<file path="config.mk">
export PLATFORM = sky130hd
export DESIGN_NAME = memmap_router
export DESIGN_NICKNAME = d
export VERILOG_FILES = /design/src/rtl/memmap_pkg.sv /design/src/rtl/memmap_cfg_regs.sv /design/src/rtl/memmap_shadow_lookup.sv /design/src/rtl/memmap_region_decode.sv /design/src/rtl/memmap_router.sv
export SDC_FILE = /design/constraint.sdc
export NUM_CORES = 1
export LEC_CHECK = 0
export ABC_AREA = 0
export CAP_MARGIN = 15
export CORE_ASPECT_RATIO = 0.9
export CORE_UTILIZATION = 36
export CTS_CLUSTER_SIZE = 16
export DETAILED_ROUTE_END_ITERATION = 7
export DONT_BUFFER_PORTS = 1
export RECOVER_POWER = 50
export SLEW_MARGIN = 20
export SYNTH_ARGS = -nofsm -noshare
export SYNTH_HDL_FRONTEND = slang
export SYNTH_SLANG_ARGS = --single-unit
export TNS_END_PERCENT = 50
</file>
<file path="constraint.sdc">
create_clock -name clk -period 3.56 [get_ports clk]
set_input_delay 0.356 -clock clk [delete_from_list [all_inputs] [get_ports clk]]
set_output_delay 0.356 -clock clk [all_outputs]
set_load 0.05 [all_outputs]
</file>
<file path="src/rtl/memmap_pkg.sv">
package memmap_pkg;

   typedef enum logic [1:0] {
      TGT_DRAM   = 2'd0,
      TGT_PCI    = 2'd1,
      TGT_ROM    = 2'd2,
      TGT_IOAPIC = 2'd3
   } target_e;

   localparam int NUM_TARGETS = 4;
   localparam int MB_SHIFT    = 20;

endpackage

</file>
<file path="src/rtl/memmap_cfg_regs.sv">
module memmap_cfg_regs #(
   parameter int SHADOW_SEGS = 16,
   localparam int CFG_W = 2 * SHADOW_SEGS
) (
   input  logic             clk,
   input  logic             rst_n,
   input  logic             cfg_we,
   input  logic             cfg_sel,
   input  logic [CFG_W-1:0] cfg_wdata,
   output logic [CFG_W-1:0] attr,
   output logic             hole_en,
   output logic             smram_ext
);

   always_ff @(posedge clk or negedge rst_n) begin
      if (!rst_n) begin
         attr      <= '0;
         hole_en   <= 1'b0;
         smram_ext <= 1'b0;
      end else if (cfg_we) begin
         if (cfg_sel) begin
            hole_en   <= cfg_wdata[0];
            smram_ext <= cfg_wdata[1];
         end else begin
            attr <= cfg_wdata;
         end
      end
   end

   AST_ATTR_HOLD: assert property (@(posedge clk) disable iff (!rst_n)
      !cfg_we |=> $stable(attr) && $stable(hole_en) && $stable(smram_ext));

endmodule

</file>
<file path="src/rtl/memmap_shadow_lookup.sv">
module memmap_shadow_lookup #(
   parameter int          ADDR_W      = 36,
   parameter int          SHADOW_SEGS = 16,
   parameter int          SEG_SHIFT   = 14,
   parameter logic [63:0] SHADOW_BASE = 64'h000C_0000,
   localparam int CFG_W  = 2 * SHADOW_SEGS,
   localparam int IDX_W  = $clog2(SHADOW_SEGS)
) (
   input  logic [ADDR_W-1:0] addr,
   input  logic              is_write,
   input  logic [CFG_W-1:0]  attr,
   output logic              in_region,
   output logic              to_ram,
   output logic              shadowed
);

   localparam logic [ADDR_W-1:0] BASE_A  = ADDR_W'(SHADOW_BASE);
   localparam logic [ADDR_W-1:0] LIMIT_A =
      ADDR_W'(SHADOW_BASE + (64'(SHADOW_SEGS) << SEG_SHIFT));

   logic [IDX_W-1:0]       seg_idx;
   logic [SHADOW_SEGS-1:0] seg_hit;
   logic [SHADOW_SEGS-1:0] rd_ram;
   logic [SHADOW_SEGS-1:0] wr_ram;

   assign in_region = (addr >= BASE_A) && (addr < LIMIT_A);
   assign seg_idx   = IDX_W'((addr - BASE_A) >> SEG_SHIFT);

   for (genvar s = 0; s < SHADOW_SEGS; s++) begin : g_seg
      assign seg_hit[s] = in_region && (seg_idx == IDX_W'(s));
      assign rd_ram[s]  = attr[2*s];
      assign wr_ram[s]  = attr[2*s+1];
   end

   assign to_ram   = is_write ? |(seg_hit & wr_ram) : |(seg_hit & rd_ram);
   assign shadowed = |(seg_hit & (rd_ram | wr_ram));

endmodule

</file>
<file path="src/rtl/memmap_region_decode.sv">
module memmap_region_decode
   import memmap_pkg::*;
#(
   parameter int ADDR_W         = 36,
   parameter int ROM_MB         = 2,
   parameter int APIC_BELOW_MB  = 20,
   parameter int APIC_BYTES     = 65536,
   parameter int HOLE_MB        = 15,
   localparam int TOP_W = ADDR_W - MB_SHIFT
) (
   input  logic [ADDR_W-1:0] addr,
   input  logic [TOP_W-1:0]  eff_top_mb,
   input  logic              hole_en,
   input  logic              shadow_hit,
   input  logic              shadow_to_ram,
   output target_e           tgt
);

   localparam logic [63:0]       FOUR_G_64 = 64'h1_0000_0000;
   localparam logic [ADDR_W-1:0] FOUR_G    = ADDR_W'(FOUR_G_64);
   localparam logic [ADDR_W-1:0] ROM_LO    = ADDR_W'(FOUR_G_64 - (64'(ROM_MB) << MB_SHIFT));
   localparam logic [ADDR_W-1:0] APIC_LO   = ADDR_W'(FOUR_G_64 - (64'(APIC_BELOW_MB) << MB_SHIFT));
   localparam logic [ADDR_W-1:0] APIC_HI   = ADDR_W'(FOUR_G_64 - (64'(APIC_BELOW_MB) << MB_SHIFT)
                                                   + 64'(APIC_BYTES));

   logic [TOP_W-1:0] addr_mb;
   logic             dram_hit;

   assign addr_mb  = addr[ADDR_W-1:MB_SHIFT];
   assign dram_hit = addr_mb < eff_top_mb;

   always_comb begin
      if (shadow_hit) begin
         tgt = shadow_to_ram ? TGT_DRAM : TGT_ROM;
      end else if (addr_mb == '0) begin
         tgt = TGT_DRAM;
      end else if (addr >= FOUR_G) begin
         tgt = dram_hit ? TGT_DRAM : TGT_PCI;
      end else if (addr >= ROM_LO) begin
         tgt = TGT_ROM;
      end else if (addr >= APIC_LO && addr < APIC_HI) begin
         tgt = TGT_IOAPIC;
      end else if (hole_en && addr_mb == TOP_W'(HOLE_MB)) begin
         tgt = TGT_PCI;
      end else begin
         tgt = dram_hit ? TGT_DRAM : TGT_PCI;
      end
   end

endmodule

</file>
<file path="src/rtl/memmap_router.sv">
module memmap_router
   import memmap_pkg::*;
#(
   parameter int ADDR_W       = 36,
   parameter int SHADOW_SEGS  = 16,
   parameter int SEG_SHIFT    = 14,
   parameter int MAX_TOP_MB   = 12288,
   parameter int SMRAM_TOP_MB = 256,
   parameter bit HOLE_SUPPORT = 1'b1,
   localparam int TOP_W = ADDR_W - MB_SHIFT,
   localparam int CFG_W = 2 * SHADOW_SEGS,
   localparam int NT    = NUM_TARGETS
) (
   input  logic              clk,
   input  logic              rst_n,
   input  logic              in_valid,
   input  logic [ADDR_W-1:0] in_addr,
   input  logic              in_write,
   input  logic              in_from_pci,
   input  logic [TOP_W-1:0]  top_mb,
   input  logic              cfg_we,
   input  logic              cfg_sel,
   input  logic [CFG_W-1:0]  cfg_wdata,
   output logic              out_valid,
   output logic [NT-1:0]     out_tgt,
   output logic              out_suppress
);

   // elaboration-time parameter checks
   if (ADDR_W < 33 || ADDR_W > 48) begin : g_bad_addr_w
      $error("memmap_router: ADDR_W must lie in 33..48");
   end
   if ((SHADOW_SEGS << SEG_SHIFT) != 32'h4_0000) begin : g_bad_shadow
      $error("memmap_router: shadow segments must cover exactly 256 KB");
   end
   if (MAX_TOP_MB >= (1 << TOP_W) || SMRAM_TOP_MB > MAX_TOP_MB) begin : g_bad_top
      $error("memmap_router: top-of-memory limits do not fit");
   end

   localparam logic [ADDR_W-1:0] FOUR_G  = ADDR_W'(64'h1_0000_0000);
   localparam logic [ADDR_W-1:0] ROM_LO  = ADDR_W'(64'h1_0000_0000 - 64'h20_0000);
   localparam logic [ADDR_W-1:0] APIC_LO = ADDR_W'(64'h1_0000_0000 - 64'h140_0000);
   localparam logic [ADDR_W-1:0] APIC_HI = ADDR_W'(64'h1_0000_0000 - 64'h140_0000 + 64'h1_0000);

   logic [CFG_W-1:0] attr;
   logic             hole_en;
   logic             hole_eff;
   logic             smram_ext;
   logic [TOP_W-1:0] top_clamped;
   logic [TOP_W-1:0] eff_top_mb;
   logic             sh_region;
   logic             sh_to_ram;
   logic             sh_shadowed;
   target_e          dec_tgt;

   memmap_cfg_regs #(.SHADOW_SEGS(SHADOW_SEGS)) u_cfg (
      .clk       (clk),
      .rst_n     (rst_n),
      .cfg_we    (cfg_we),
      .cfg_sel   (cfg_sel),
      .cfg_wdata (cfg_wdata),
      .attr      (attr),
      .hole_en   (hole_en),
      .smram_ext (smram_ext)
   );

   if (HOLE_SUPPORT) begin : g_hole
      assign hole_eff = hole_en;
   end else begin : g_no_hole
      assign hole_eff = 1'b0;
   end

   always_comb begin
      top_clamped = (top_mb > TOP_W'(MAX_TOP_MB)) ? TOP_W'(MAX_TOP_MB) : top_mb;
      eff_top_mb  = top_clamped;
      if (smram_ext && top_clamped > TOP_W'(SMRAM_TOP_MB)) begin
         eff_top_mb = TOP_W'(SMRAM_TOP_MB);
      end
   end

   memmap_shadow_lookup #(
      .ADDR_W      (ADDR_W),
      .SHADOW_SEGS (SHADOW_SEGS),
      .SEG_SHIFT   (SEG_SHIFT)
   ) u_shadow (
      .addr      (in_addr),
      .is_write  (in_write),
      .attr      (attr),
      .in_region (sh_region),
      .to_ram    (sh_to_ram),
      .shadowed  (sh_shadowed)
   );

   memmap_region_decode #(.ADDR_W(ADDR_W)) u_decode (
      .addr          (in_addr),
      .eff_top_mb    (eff_top_mb),
      .hole_en       (hole_eff),
      .shadow_hit    (sh_region),
      .shadow_to_ram (sh_to_ram),
      .tgt           (dec_tgt)
   );

   always_ff @(posedge clk or negedge rst_n) begin
      if (!rst_n) begin
         out_valid    <= 1'b0;
         out_tgt      <= '0;
         out_suppress <= 1'b0;
      end else begin
         out_valid    <= in_valid;
         out_tgt      <= in_valid ? (NT'(1) << dec_tgt) : '0;
         out_suppress <= in_valid && in_from_pci && sh_shadowed;
      end
   end

   AST_VALID_PIPE: assert property (@(posedge clk) disable iff (!rst_n)
      in_valid |=> out_valid);
   AST_IDLE_PIPE: assert property (@(posedge clk) disable iff (!rst_n)
      !in_valid |=> !out_valid);
   AST_ONE_TARGET: assert property (@(posedge clk) disable iff (!rst_n)
      out_valid |-> $countones(out_tgt) == 1);
   AST_IDLE_ZERO: assert property (@(posedge clk) disable iff (!rst_n)
      !out_valid |-> (out_tgt == '0) && !out_suppress);
   AST_ROM_WINDOW: assert property (@(posedge clk) disable iff (!rst_n)
      (in_valid && in_addr >= ROM_LO && in_addr < FOUR_G) |=> out_tgt[TGT_ROM]);
   AST_APIC_WINDOW: assert property (@(posedge clk) disable iff (!rst_n)
      (in_valid && in_addr >= APIC_LO && in_addr < APIC_HI) |=> out_tgt[TGT_IOAPIC]);
   AST_HOLE_PCI: assert property (@(posedge clk) disable iff (!rst_n)
      (in_valid && hole_eff && in_addr[ADDR_W-1:MB_SHIFT] == TOP_W'(15)) |=> out_tgt[TGT_PCI]);
   AST_CPU_NOT_SUPPRESSED: assert property (@(posedge clk) disable iff (!rst_n)
      (in_valid && !in_from_pci) |=> !out_suppress);

endmodule

</file>
Word-level counts from Yosys, hierarchy flattened
Index checks and enable logic that the tools add are counted.
Widths: inputs -> output; s select.
{ "word_totals": {"ramBits": 0, "latch_bits": 0, "out_inout_bits": 6, "regBits": 40, "wordCells": 79, "memories": 0, "rom_bits": 0, "in_bits": 91} }
{ "classes": {"shifts": 1, "n_bitwise": 5, "reduce_logical": 29, "magnitude_cmp": 9, "n_addsub": 1, "n_mul": 0, "n_div": 0, "n_eq_ne": 16, "n_mux": 12} }
{ "ops": {"columns": ["operator", "n"], "rows": [
  ["$ge 36x32->1 const B", 2],
  ["$and 16x16->16", 3],
  ["$reduce_or 16->1", 3],
  ["$ge 36x20->1 const B", 1],
  ["$ge 36x33->1 const B", 1],
  ["$lt 36x21->1 const B", 1],
  ["$lt 36x32->1 const B", 1],
  ["$eq 4x4->1 const B", 8],
  ["$mux 16", 2],
  ["$logic_and 1x1->1", 22],
  ["$sub 18x1->18 const B", 1],
  ["$eq 16x4->1 const B", 1],
  ["$eq 4x3->1 const B", 4],
  ["$gt 16x14->1 const B", 1],
  ["$gt 16x9->1 const B", 1],
  ["$logic_not 16->1", 1],
  ["$lt 16x16->1", 1],
  ["$or 16x16->16", 1],
  ["$mux 2", 7],
  ["$eq 4x2->1 const B", 2],
  ["$eq 4x1->1 const B", 1],
  ["$logic_not 4->1", 1],
  ["$mux 4", 1],
  ["$reduce_and 2->1", 2],
  ["3 further kinds", 4]
]} }

Longest topological paths before layout
{ "logic_depth": {"word_depth": 15, "ltp_mapped": 12, "ltp_nobuf": 11} }

Cells and area by module
A second synthesis with hierarchy kept.
{ "unflattened": {"cells_unflattened": 260, "hier_area_um2": 2881.5} }
{ "by_module_without_submodules": {"columns": ["module", "seq_area_each_um2", "cells_per_inst", "n_inst", "area_per_inst_um2"], "rows": [
  ["memmap_cfg_regs", 850.8, 74, 1, 1435.1],
  ["memmap_region_decode", 0.0, 74, 1, 521.8],
  ["memmap_router", 150.1, 53, 1, 475.5],
  ["memmap_shadow_lookup", 0.0, 59, 1, 449.2]
]} }

Worst setup path before layout
OpenSTA, ideal clock, no wires.
{ "synth_timing": {"kind": "input-to-reg", "start": "in top_mb[0]", "end": "reg out_tgt[0]", "n_path_buf": 1, "setup_ps": 88, "t_arrival_ps": 3026, "t_required_ps": 3472, "path_slack_ps": 446, "stages": 12, "path_cell_list": "nor4_1 > nand4_1 > a211oi_1 > clkbuf_1 > nand2_1 > ha_1 > a21o_1 > a221o_1 > a22oi_1 > nand4_1 > o211ai_1 > nor3b_1"} }
{ "synth_via": {"elab_chain_cells": 15} }
{ "synth_rtl": {"columns": ["element", "line", "source"], "rows": [
  ["start: declaration", "memmap_router.sv:20", "input logic [TOP_W-1:0] top_mb,"],
  ["$gt 16x14->1", "memmap_router.sv:74", "top_clamped = (top_mb > TOP_W'(MAX_TOP_MB)) ? TOP_W'(MAX_TOP_MB) : top_mb;"],
  ["$mux 16 *", "memmap_router.sv:74", null],
  ["$gt 16x9->1", "memmap_router.sv:76", "if (smram_ext && top_clamped > TOP_W'(SMRAM_TOP_MB)) begin"],
  ["$logic_and 1x1->1", "memmap_router.sv:76", null],
  ["$mux 16 *", "memmap_router.sv:76", null],
  ["$lt 16x16->1 *", "memmap_region_decode.sv:30", "assign dram_hit = addr_mb < eff_top_mb;"],
  ["$mux 1 *", "memmap_region_decode.sv:38, memmap_region_decode.sv:46", null],
  ["$mux 2", "memmap_region_decode.sv:43", "end else if (hole_en && addr_mb == TOP_W'(HOLE_MB)) begin"],
  ["$mux 2", "memmap_region_decode.sv:41", "end else if (addr >= APIC_LO && addr < APIC_HI) begin"],
  ["$mux 2", "memmap_region_decode.sv:39", "end else if (addr >= ROM_LO) begin"],
  ["$mux 2 *", "memmap_region_decode.sv:37", "end else if (addr >= FOUR_G) begin"],
  ["$mux 2 *", "memmap_region_decode.sv:35", "end else if (addr_mb == '0) begin"],
  ["$mux 2 *", "memmap_region_decode.sv:33", "if (shadow_hit) begin"],
  ["$shl 1x2->4 *", "memmap_router.sv:110", "out_tgt <= in_valid ? (NT'(1) << dec_tgt) : '0;"],
  ["$mux 4 *", "memmap_router.sv:110", null],
  ["end signal: assignment", "memmap_router.sv:110", null],
  ["end: declaration", "memmap_router.sv:25", "output logic [NT-1:0] out_tgt,"]
]} }
Mark *: on every way between the ends. The rest lies on a longest branch, timed or not.
A chain may end at the register's enable or synchronous reset.

Final worst setup path
{ "layout_timing": {"start": "in top_mb[4]", "end": "reg out_tgt[0]"} }
The elaborated chain is that of the path after synthesis.

==> reports/results.ini <==
[timing]
fin_crit_sh_pct=84.9
finalHoldViolCount=0
relSlewSlack_pct=-39.0
slew_violations=41
finalSetupTns_ns=0
tightest_slew_ns=2.09
rsz0062_at_grt=false
setup_violations=0
timing.fmax_mhz=331
min_period_ns=3.02
fin_hold_ws_ns=0.0991
fin_skew_ns=0.00750

[power]
powerDensity_nw_per_um2=404
peakVddDrop_uv=226
p_leak_nw=1.02

[yosys]
syn_area_sq_um=2380
synthDistinctLibCells=42
synth_area_leaders=dfrtp_1 (42%), mux2_2 (16%), ha_1 (7.9%), mux2i_1 (2.9%), nand2_1 (2.8%)
synthCells=211
yosys.area.top_type=dfrtp_1
yosysSeqAreaShare_pct=42.1
synth-seq-cells=40
yosys_warnings=0
synth.avg_cell_area_sq_um=11.3
synth_top_cell_area_share_pct=42.1

[cts]
cts-root-buf=clkbuf_8
cts_tree=yes
postCtsSetupBuffers=0
cts_sinks=40
cts_buffers=5
clock_path_buffers=2
clk_pin_slew_worst_paths_ns=0.07
clk_latency_ns=0.29
cts-htree-levels=2

[routing]
wl_per_cell_um=16.6
num_vias=1654
first_pass_iters=4
initialDrtViolationCount=40
drcViolationCount=0
drt_wl_total_mm=4.98
viasPerCell=5.50
ant_nets=0

[run]
maxCapViolCount=1

[floorplanning]
die_w_um=87.7
core.rowCount=27
num_io_pins=97
dieArea_sq_um=6940
fp.dieH_um=79.1
fp.coreArea_sq_um=6250
initial_core_util_pct=38.1

[cells_and_area]
final_common_cell=dfrtp_1
regArea_sq_um=1000
layout_common_cells=dfrtp_1 (40), mux2_2 (34), nand2_1 (18)
multi_input_area_sq_um=1340
num-fill-cells=606
area_growth_syn_to_layout_pct=8.31
nets=319
diodes=0
drive_above_1_share_pct=26.6

[hold_path]
holdCritPathClass=input pin to flip-flop

[worst_setup_path]
startpoint_type=input pin
crit_arrival_ns=3.22
cp.required_ns=3.76
cp_max_fo=11
critPathCaptureType=flip-flop
critPathKind=input pin to flip-flop

[global_routing]
grt_max_degree=41
grt_antenna_before_repair=0
grt_overflow_total=0
grt_pass1_vias=1615
grt_pass1_wl_mm=7.91
track_usage_pct=15.0

[run_status]
violations=max-capacitance violations, max-slew violations
outcome=complete, but fails checks

[place]
hpwl_mm=3.86
port_buffers=0
gp_routability_congestion=0.741

[what timing repair did]
| action | 4_1_cts | 5_1_grt |
|---|---|---|
| hold buffers | 2 | 0 |
| resized for setup | 0 | 0 |
| hold endpoints to repair | 40 | 0 |
[worst paths after layout]
path | slack, ns | depth (start not counted) | from | endpoint
min in group asynchronous | 1.22 | 2 | rst_n | u_cfg.attr[20]
min reg2reg | 0.51 | 1 | u_cfg.attr[12] | u_cfg.attr[12]
max in group asynchronous | 1.14 | 2 | rst_n | out_suppress
max reg2reg | 0.69 | 11 | u_cfg.smram_ext | out_tgt[0]
min | 0.1 | 0 | in_valid | out_valid
max | 0.54 | 12 | top_mb[4] | out_tgt[0]
[per-stage QoR]
| stage | total power, mW | std cells | instance area (sq um) | setup slack [ns] | util [%] |
|---|---|---|---|---|---|
| 3_3_place_gp | 0.732 | 291 | 2470 | 0.248 | 39.5 |
| 2_1_floorplan | 0.709 | 212 | 2380 | 0.446 | - |
| 5_1_grt | 1.11 | 301 | 2580 | 0.347 | 41.2 |
| 3_5_place_dp | 0.739 | 291 | 2470 | 0.237 | 39.5 |
| 6_report | 1.04 | 301 | 2580 | 0.539 | 41.2 |
| 4_1_cts | 1.06 | 301 | 2590 | 0.529 | 41.5 |
[power breakdown]
part | total [mW] | switching, mW | internal [mW]
clock | 0.305 | 0.150 | 0.155
combinational | 0.181 | 0.0764 | 0.105
sequential | 0.556 | 0.0416 | 0.514
total | 1.04 | 0.268 | 0.774
[worst max-delay path, stage by stage]
cell and delay, ns:
nor4_1 0.46, nand4_1 0.14, a211oi_1 0.25, buf_4 0.21, nand2_1 0.07, ha_1 0.29
a21o_1 0.18, a221o_1 0.31, a22oi_1 0.29, nand4_1 0.12, o211ai_1 0.32, nor3b_1 0.22
[layout make-up]
class,instances,area share (%)
Inverter,1,0.146
Clock buffer,6,3.20
Clock inverter,2,0.388
Tap cell,87,4.22
Sequential cell,40,38.8
Timing Repair Buffer,4,1.12
Multi-Input combinational cell,161,52.1
[synth_stat cells (all sizes together)]
master	number
mux4	3
or4	6
a22oi	1
buf	6
o2111a	1
nor4	6
or2	1
or3b	2
nand4	6
mux2i	7
o221ai	1
and3	2
nor3b	3
a221o	1
and2	2
nor2b	1
conb	1
inv	1
a21oi	11
a21o	5
a2111oi	2
a21bo	1
mux2	34
nand2	18
clkbuf	4
nor3	3
nand3	6
and4	1
ha	15
a21boi	1
o21bai	2
o211ai	2
a31oi	2
o21ai	4
a211oi	5
dfrtp	40
nor2	3
or3	1
[cells by family (layout without fill, tap and decap cells)]
kind of cell,after synthesis,count (layout),synth area share (%)
buf+inv,11,13,1.79
simple gates,61,61,14.8
mux,44,44,21.9
compound gates,39,39,11.4
flops,40,40,42.1
other cells,1,2,0.158
fa+ha+maj,15,15,7.89
[metal layers]
layer / global-route usage, % / up-vias / share of wire (%)
li1: - / 813 / -
met1: 20.7 / 803 / 49
met2: 22.4 / 36 / 46
met3: 4.47 / 2 / 4.2
met4: 4.43 / 0 / 0.60
met5: 0 / - / 0
[state kept, by name (all words and copies together), names as in the netlist]
register and count:
u_cfg.hole_en 1, u_cfg.attr 32, out_valid 1, u_cfg.smram_ext 1
out_tgt 4, out_suppress 1
No activity file was read; power rests on OpenSTA's default activity.
